[config.mk]
export PLATFORM = sky130hd
export DESIGN_NAME = be_lsu_align
export DESIGN_NICKNAME = d
export VERILOG_FILES = /design/src/rtl/be_align_pkg.sv /design/src/rtl/be_align_check.sv /design/src/rtl/be_store_lane.sv /design/src/rtl/be_load_lane.sv /design/src/rtl/be_lsu_align.sv
export SDC_FILE = /design/constraint.sdc
export NUM_CORES = 1
export LEC_CHECK = 0
export CAP_MARGIN = 20
export CORE_AREA = 8 8 87 105
export CTS_CLUSTER_DIAMETER = 80
export CTS_CLUSTER_SIZE = 8
export DETAILED_ROUTE_END_ITERATION = 10
export DIE_AREA = 0 0 95 113
export GPL_TIMING_DRIVEN = 0
export PLACE_DENSITY = 0.76
export RECOVER_POWER = 25
export SETUP_SLACK_MARGIN = 0.5
export SLEW_MARGIN = 20
export SYNTH_ARGS = -nofsm -noshare
export SYNTH_HDL_FRONTEND = slang
export SYNTH_SLANG_ARGS = --single-unit
[constraint.sdc]
create_clock -name clk -period 1.52 [get_ports clk]
set_clock_uncertainty 0.15 [all_clocks]
set_input_delay 0.304 -clock clk [delete_from_list [all_inputs] [get_ports clk]]
set_output_delay 0.304 -clock clk [all_outputs]
set_load 0.02 [all_outputs]
[src/rtl/be_align_pkg.sv]
package be_align_pkg;

    typedef enum logic [1:0] {
        SZ_BYTE = 2'd0,
        SZ_HALF = 2'd1,
        SZ_WORD = 2'd2,
        SZ_WIDE = 2'd3
    } acc_size_e;

endpackage

[src/rtl/be_align_check.sv]
module be_align_check
    import be_align_pkg::*;
#(
    parameter int OFF_W = 2
) (
    input  acc_size_e          size_i,
    input  logic [OFF_W-1:0]   off_i,
    output logic               aligned_o
);

    // Byte: any offset. Halfword: even offset. Word (and code 3): offset zero.
    always_comb begin
        unique case (size_i)
            SZ_BYTE: aligned_o = 1'b1;
            SZ_HALF: aligned_o = ~off_i[0];
            default: aligned_o = (off_i == '0);
        endcase
    end

endmodule

[src/rtl/be_store_lane.sv]
module be_store_lane
    import be_align_pkg::*;
#(
    parameter int DATA_W = 32,
    localparam int LANES = DATA_W / 8,
    localparam int OFF_W = $clog2(LANES)
) (
    input  acc_size_e          size_i,
    input  logic [OFF_W-1:0]   off_i,
    input  logic               en_i,
    input  logic [DATA_W-1:0]  wdata_i,
    output logic [DATA_W-1:0]  lane_o,
    output logic [LANES-1:0]   strb_o
);

    // Lane g holds the byte at offset g, starting at the MSB end of the word.
    for (genvar g = 0; g < LANES; g++) begin : g_lane
        localparam int MSB = DATA_W - 1 - 8 * g;
        localparam logic [OFF_W-1:0] IDX = OFF_W'(g);

        logic       hit;
        logic [7:0] byte_v;

        always_comb begin
            unique case (size_i)
                SZ_BYTE: begin
                    hit    = (off_i == IDX);
                    byte_v = wdata_i[7:0];
                end
                SZ_HALF: begin
                    hit    = (off_i[OFF_W-1:1] == IDX[OFF_W-1:1]);
                    byte_v = IDX[0] ? wdata_i[7:0] : wdata_i[15:8];
                end
                default: begin
                    hit    = 1'b1;
                    byte_v = wdata_i[MSB -: 8];
                end
            endcase
        end

        assign lane_o[MSB -: 8]    = hit ? byte_v : 8'h00;
        assign strb_o[LANES-1-g]   = hit & en_i;
    end

endmodule

[src/rtl/be_load_lane.sv]
module be_load_lane
    import be_align_pkg::*;
#(
    parameter int DATA_W = 32,
    localparam int LANES = DATA_W / 8,
    localparam int OFF_W = $clog2(LANES)
) (
    input  logic               clk,
    input  logic               rst_n,
    input  logic               issue_i,
    input  logic               flag_i,
    input  acc_size_e          size_i,
    input  logic               uns_i,
    input  logic [OFF_W-1:0]   off_i,
    input  logic [DATA_W-1:0]  rdata_i,
    output logic               vld_o,
    output logic               mis_o,
    output logic [DATA_W-1:0]  data_o
);

    typedef struct packed {
        logic             vld;
        logic             mis;
        logic             uns;
        acc_size_e        size;
        logic [OFF_W-1:0] off;
    } ld_state_t;

    ld_state_t state_d, state_q;

    always_comb begin
        state_d      = state_q;
        state_d.vld  = issue_i;
        state_d.mis  = flag_i;
        if (issue_i) begin
            state_d.uns  = uns_i;
            state_d.size = size_i;
            state_d.off  = off_i;
        end
    end

    always_ff @(posedge clk or negedge rst_n) begin
        if (!rst_n) begin
            state_q <= '{vld: 1'b0, mis: 1'b0, uns: 1'b0, size: SZ_WORD, off: '0};
        end else begin
            state_q <= state_d;
        end
    end

    logic [OFF_W-1:0] half_off;
    logic [7:0]       byte_sel;
    logic [15:0]      half_sel;

    assign half_off = {state_q.off[OFF_W-1:1], 1'b0};
    assign byte_sel = rdata_i[(DATA_W - 1 - 8 * int'(state_q.off)) -: 8];
    assign half_sel = rdata_i[(DATA_W - 1 - 8 * int'(half_off)) -: 16];

    always_comb begin
        unique case (state_q.size)
            SZ_BYTE: data_o = {{(DATA_W-8){~state_q.uns & byte_sel[7]}}, byte_sel};
            SZ_HALF: data_o = {{(DATA_W-16){~state_q.uns & half_sel[15]}}, half_sel};
            default: data_o = rdata_i;
        endcase
    end

    assign vld_o = state_q.vld;
    assign mis_o = state_q.mis;

    AST_HALF_SIGN_FILL: assert property (@(posedge clk) disable iff (!rst_n)
        (vld_o && !state_q.uns && state_q.size == SZ_HALF)
            |-> (data_o[DATA_W-1:16] == {(DATA_W-16){data_o[15]}}));

    AST_VALID_NOT_FLAGGED: assert property (@(posedge clk) disable iff (!rst_n)
        mis_o |-> !vld_o);

endmodule

[src/rtl/be_lsu_align.sv]
module be_lsu_align
    import be_align_pkg::*;
#(
    parameter int ADDR_W = 32,
    parameter int DATA_W = 32,
    localparam int LANES = DATA_W / 8,
    localparam int OFF_W = $clog2(LANES)
) (
    input  logic                   clk,
    input  logic                   rst_n,
    input  logic                   req_valid,
    input  logic                   req_write,
    input  logic [1:0]             req_size,
    input  logic                   req_unsigned,
    input  logic [ADDR_W-1:0]      req_addr,
    input  logic [DATA_W-1:0]      req_wdata,
    output logic                   mem_en,
    output logic                   mem_we,
    output logic [ADDR_W-OFF_W-1:0] mem_addr,
    output logic [LANES-1:0]       mem_be,
    output logic [DATA_W-1:0]      mem_wdata,
    input  logic [DATA_W-1:0]      mem_rdata,
    output logic                   ld_valid,
    output logic [DATA_W-1:0]      ld_data,
    output logic                   misalign
);

    acc_size_e        size_e;
    logic [OFF_W-1:0] off;
    logic             aligned;
    logic             go;

    assign size_e = acc_size_e'(req_size);
    assign off    = req_addr[OFF_W-1:0];

    be_align_check #(.OFF_W(OFF_W)) u_check (
        .size_i    (size_e),
        .off_i     (off),
        .aligned_o (aligned)
    );

    assign go       = req_valid & aligned;
    assign mem_en   = go;
    assign mem_we   = go & req_write;
    assign mem_addr = req_addr[ADDR_W-1:OFF_W];

    be_store_lane #(.DATA_W(DATA_W)) u_store (
        .size_i  (size_e),
        .off_i   (off),
        .en_i    (go & req_write),
        .wdata_i (req_wdata),
        .lane_o  (mem_wdata),
        .strb_o  (mem_be)
    );

    be_load_lane #(.DATA_W(DATA_W)) u_load (
        .clk     (clk),
        .rst_n   (rst_n),
        .issue_i (go & ~req_write),
        .flag_i  (req_valid & ~aligned),
        .size_i  (size_e),
        .uns_i   (req_unsigned),
        .off_i   (off),
        .rdata_i (mem_rdata),
        .vld_o   (ld_valid),
        .mis_o   (misalign),
        .data_o  (ld_data)
    );

    AST_EN_NEEDS_REQ: assert property (@(posedge clk) disable iff (!rst_n)
        mem_en |-> req_valid);

    AST_BYTE_ONE_STROBE: assert property (@(posedge clk) disable iff (!rst_n)
        (mem_we && size_e == SZ_BYTE) |-> ($countones(mem_be) == 1));

    AST_HALF_STROBE_PAIR: assert property (@(posedge clk) disable iff (!rst_n)
        (mem_we && size_e == SZ_HALF)
            |-> (mem_be == 4'b1100 || mem_be == 4'b0011));

    AST_WORD_ALL_STROBES: assert property (@(posedge clk) disable iff (!rst_n)
        (mem_we && (size_e == SZ_WORD || size_e == SZ_WIDE)) |-> (&mem_be));

    AST_ODD_HALF_QUIET: assert property (@(posedge clk) disable iff (!rst_n)
        (req_valid && size_e == SZ_HALF && req_addr[0])
            |-> (!mem_en && mem_be == '0));

    AST_LOAD_FOLLOWS_REQ: assert property (@(posedge clk) disable iff (!rst_n)
        ld_valid |-> $past(mem_en && !mem_we));

    AST_LOAD_FOLLOWS_REQ_FWD: assert property (@(posedge clk) disable iff (!rst_n)
        (mem_en && !mem_we) |=> ld_valid);

    AST_FLAG_ONE_CYCLE: assert property (@(posedge clk) disable iff (!rst_n)
        (misalign && !$past(req_valid)) |-> 1'b0);

endmodule

==> flow_results.org <==
** Status
- The run finished, with violations left.
- Failing checks :: negative setup slack

** CTS
- Later-pin clock latency in the skew report :: 220 ps
- The root buffer cell chosen for the clock tree is sky130_fd_sc_hd__clkbuf_8.
- Bufs on Longest Clock Path :: 2
- TritonCTS built the clock tree.
- Number of buffers inserted for hold repair after clock tree synthesis :: 0
- Clock net sink count :: 7
- Counting the buffers created by CTS gives 3.
- H-tree Lvls :: 1
- After clock tree synthesis, the clock-pin slew on the worst setup and hold paths is 40 ps.

** Worst setup path
- Among the stages of the critical path, the cell type that occurs most often is sky130_fd_sc_hd__buf_12.
- Arrival time at the worst endpoint :: 1730 ps
- Slowest cell delay on critical path :: 440 ps
- Worst setup EP type :: output pin
- In this run the critical register-to-register path is captured at u_load.state_q[2]$_DFFE_PN0P_.
- The signal on the critical path passes through mux2i_2 -> nand2_1 -> o211ai_4 -> buf_12 -> buf_12 -> nand2_2 -> buf_6.
- Depth of the worst register-to-register path :: 2
- The worst setup path is launched from a register.
- Across all register-to-register paths, the minimum setup slack is 220 ps.
- Worst r2r src :: u_load.state_q[2]$_DFFE_PN0P_
- Maximum fanout count along the critical path :: 4
- STA puts the critical path data required time at 1070 ps.
- Critical Path Slowest Stage Cell :: sky130_fd_sc_hd__dfrtp_2
- The worst setup path is of the register to output pin kind.

** Pwr
- Cell Pwr Density :: 599 nW/um^2
- Int Power :: 1.82 mW
- In this run the power spent charging and discharging nets is 1.51 mW.
- Combinational logic is responsible for 84.3% of the overall power.
- Share of power burned in registers :: 8.0%
- Leakage :: 2.60 nW
- Clk network pwr share :: 7.7%
- Of the total power, the share spent switching nets is 45.3%.
- Worst vdd ir :: 0.387 mV
- The design draws 3.33 mW.

** GRT
- Global routing used 21.8% of the available tracks.
- Global-route wire length before repair :: 18600 microns
- Global routing finished with a remaining overflow of 0.
- The number of global-route vias before repair is 3443.
- Initial antenna violation count :: 0
- Maximum number of pins on one net before global-route repair :: 11

** Placed design
- Routability-driven placement finished with a final weighted congestion of 0.890.
- Including well taps, the total number of placed cells is 546.
- Pre-CTS setup slack :: -1380 ps
- After detailed placement, the total cell area comes to 4350 sq um.
- Summed over all nets, the half-perimeter wirelength after detailed placement is 8860 microns.
- Number of input and output port buffers inserted :: 171

** Floorplan
- Placement Rows :: 35
- The die covers 10700 sq um.
- Number of placed I/O pins :: 205
- Width of the die :: 95 microns
- For this configuration, the core starts out at a cell density of 25.0%.
- The total area inside the core boundary comes to 7490 sq um.
- Y dimension of the die :: 113 microns

** Detailed routing
- In the routed layout, each cell is associated on average with a via count of 5.20.
- The routed design has 14300 microns of wire.
- Drc violations :: 0
- Across all layers, the routed design uses 3253 vias.
- Detailed router's first-iteration violation count :: 153
- Number of nets with antenna violations after routing :: 0
- Post-detailed-route wirelength per cell :: 22.8 microns
- For this run, the detailed router's first-pass iteration total came to 4.

** Yosys
- Synth area leaders :: sky130_fd_sc_hd__buf_4, sky130_fd_sc_hd__mux2i_1, sky130_fd_sc_hd__nand2_1
- Register area share after synthesis :: 9.41%
- Count of different cell masters after synthesis :: 37
- Of all cell types, the one taking the most synthesized area is sky130_fd_sc_hd__buf_4.
- Synthesized netlist cell count :: 283
- Dominant cell by count in the synthesized netlist :: sky130_fd_sc_hd__nand2_1
- The share of synthesized area in the top cell type comes to 12.4%.
- Share of flip-flops with an asynchronous set or reset :: 100%
- For this run, the number of Yosys warnings is 0.
- Each instance of the synthesized netlist takes up on average 6.63 sq um.
- Synthesis inferred 7 register bits.
- Among all flip-flop cells after synthesis, the most frequent one is sky130_fd_sc_hd__dfrtp_1.
- The number of nets in the synthesized netlist is 386.
- Synthesized area :: 1880 sq um
- The commonest cells after synthesis are sky130_fd_sc_hd__nand2_1, sky130_fd_sc_hd__nor2_1, sky130_fd_sc_hd__buf_4.
- Yosys mapped a number of flops with a built-in enable equal to 0.

** STA
- Fraction of the cycle the final worst path needs :: 143%
- Once routing completed, OpenROAD measured the worst setup slack at -661 ps.
- Based on the critical path, the design can be clocked at up to 459 MHz.
- The tightest hold path in the finished design has a slack of 249 ps.
- Setup repair after global routing missed its margin :: yes
- In the final timing run, aggregate negative setup slack is -30490 ps.
- In this run the tightest slew margin relative to its limit is 68.7%.
- The number of hold violations in the final report came to 0.
- The count of pins over their slew limit is 0.
- Crit path time final :: 2180 ps
- Setup violations remaining at the end of the flow were counted as 70.
- For the pin with the worst max-slew slack, the measured transition is 466 ps.

** Layout
- Antenna cells :: 0
- Fillcell total :: 465
- Excluding fillers, the count of instances in the completed layout stands at 626.
- Layout cells sized above 1 :: 69.9%
- The final layout contains 638 nets.
- Final design area excluding fillers :: 5560 sq um
- Final Core Density :: 74.2%
- Compared with the post-synthesis result, the final layout area differs by 196%.

** Flow run
- The tool flagged a number of max-cap violations equal to 0.

** Min path
- Class of the most critical hold timing path :: input port to asynchronous set/reset pin
[power groups by stage]
stage	sequential, mW	combinational, mW	clock [mW]
floorplan	0.251	1.29	0
finish	0.265	2.81	0.257
global route	0.268	2.94	0.276
global placement	0.255	2.18	0
CTS	0.261	2.50	0.259
detailed placement	0.256	2.20	0
[cell families after synthesis]
kind of cell | synth area share (%)
xor+xnor | 0.467
mux | 14.7
buf+inv | 19.6
flops | 9.41
compound gates | 26.2
simple gates | 29.7
[what timing repair did]
| item | in CTS | in global routing |
|---|---|---|
| cloned | 3 | 2 |
| endpoints found under the setup margin | 109 | 90 |
| pin swaps | 27 | 30 |
| setup buffers | 46 | 25 |
| gates resized for setup | 652 | 87 |
[per-layer routing]
metal  routed length (microns)  part of all wire, %  vias up  global-route usage (%)
met2                      7340                   52      230                    40.5
met4                       561                  3.9        0                    4.59
li1                          -                    -     1455                       -
met5                         0                    0        -                       0
met3                      1700                   12       45                    9.01
met1                      4650                   33     1523                    21.8
[worst max path at each step]
| stage | from | endpoint | slack, ps | cells after the start |
|---|---|---|---|---|
| final | u_load.half_off[1]$_DFFE_PN0P_ | ld_data[24] | -660 | 7 |
| after global routing | u_load.half_off[1]$_DFFE_PN0P_ | ld_data[21] | -720 | 7 |
| after CTS | u_load.half_off[1]$_DFFE_PN0P_ | ld_data[5] | -650 | 5 |
| after detailed placement | req_addr[0] | mem_wdata[27] | -1380 | 6 |
| after global placement | req_addr[0] | mem_wdata[27] | -1350 | 6 |
| after floorplan | u_load.half_off[1]$_DFFE_PN0P_ | ld_data[16] | -200 | 5 |
[registers in the layout (all words and copies together) (netlist names)]
name,count
u_load.half_off,1
u_load.mis_o,1
u_load.state_q,4
u_load.vld_o,1
[worst max-delay path, delay by kind of cell, from the launching register on]
family	cells	cell delay, ps
multiplexers	1	320
flip-flops	1	440
AND/OR/NAND/NOR	2	210
AO/OA/AOI/OAI	1	130
buffers and inverters	3	380
[cell type report]
type / count / area (sq um) / share of cell area (%)
plain buffers: 50 / 548 / 9.86
well taps: 92 / 115 / 2.07
repair buffers: 247 / 2540 / 45.8
inverters: 4 / 15.0 / 0.270
clock buffers: 4 / 45.0 / 0.810
multi-input cells: 222 / 2110 / 38.0
flip-flops and latches: 7 / 180 / 3.24
[cell usage in the layout, fill, tap and decap left out, types with 14 or more instances in the layout]
| cell | synthesis | layout |
|---|---|---|
| sky130_fd_sc_hd__buf_6 | 5 | 110 |
| sky130_fd_sc_hd__buf_4 | 31 | 55 |
| sky130_fd_sc_hd__clkdlybuf4s50_1 | 0 | 39 |
| sky130_fd_sc_hd__buf_2 | 9 | 26 |
| sky130_fd_sc_hd__dlygate4sd2_1 | 0 | 25 |
| sky130_fd_sc_hd__nor2_4 | 1 | 23 |
| sky130_fd_sc_hd__nand2_1 | 51 | 22 |
| sky130_fd_sc_hd__nand2_2 | 0 | 19 |
| sky130_fd_sc_hd__buf_12 | 0 | 17 |
| sky130_fd_sc_hd__a21oi_2 | 0 | 16 |
| sky130_fd_sc_hd__nor2_1 | 42 | 14 |
No activity file was read; power rests on OpenSTA's default activity.
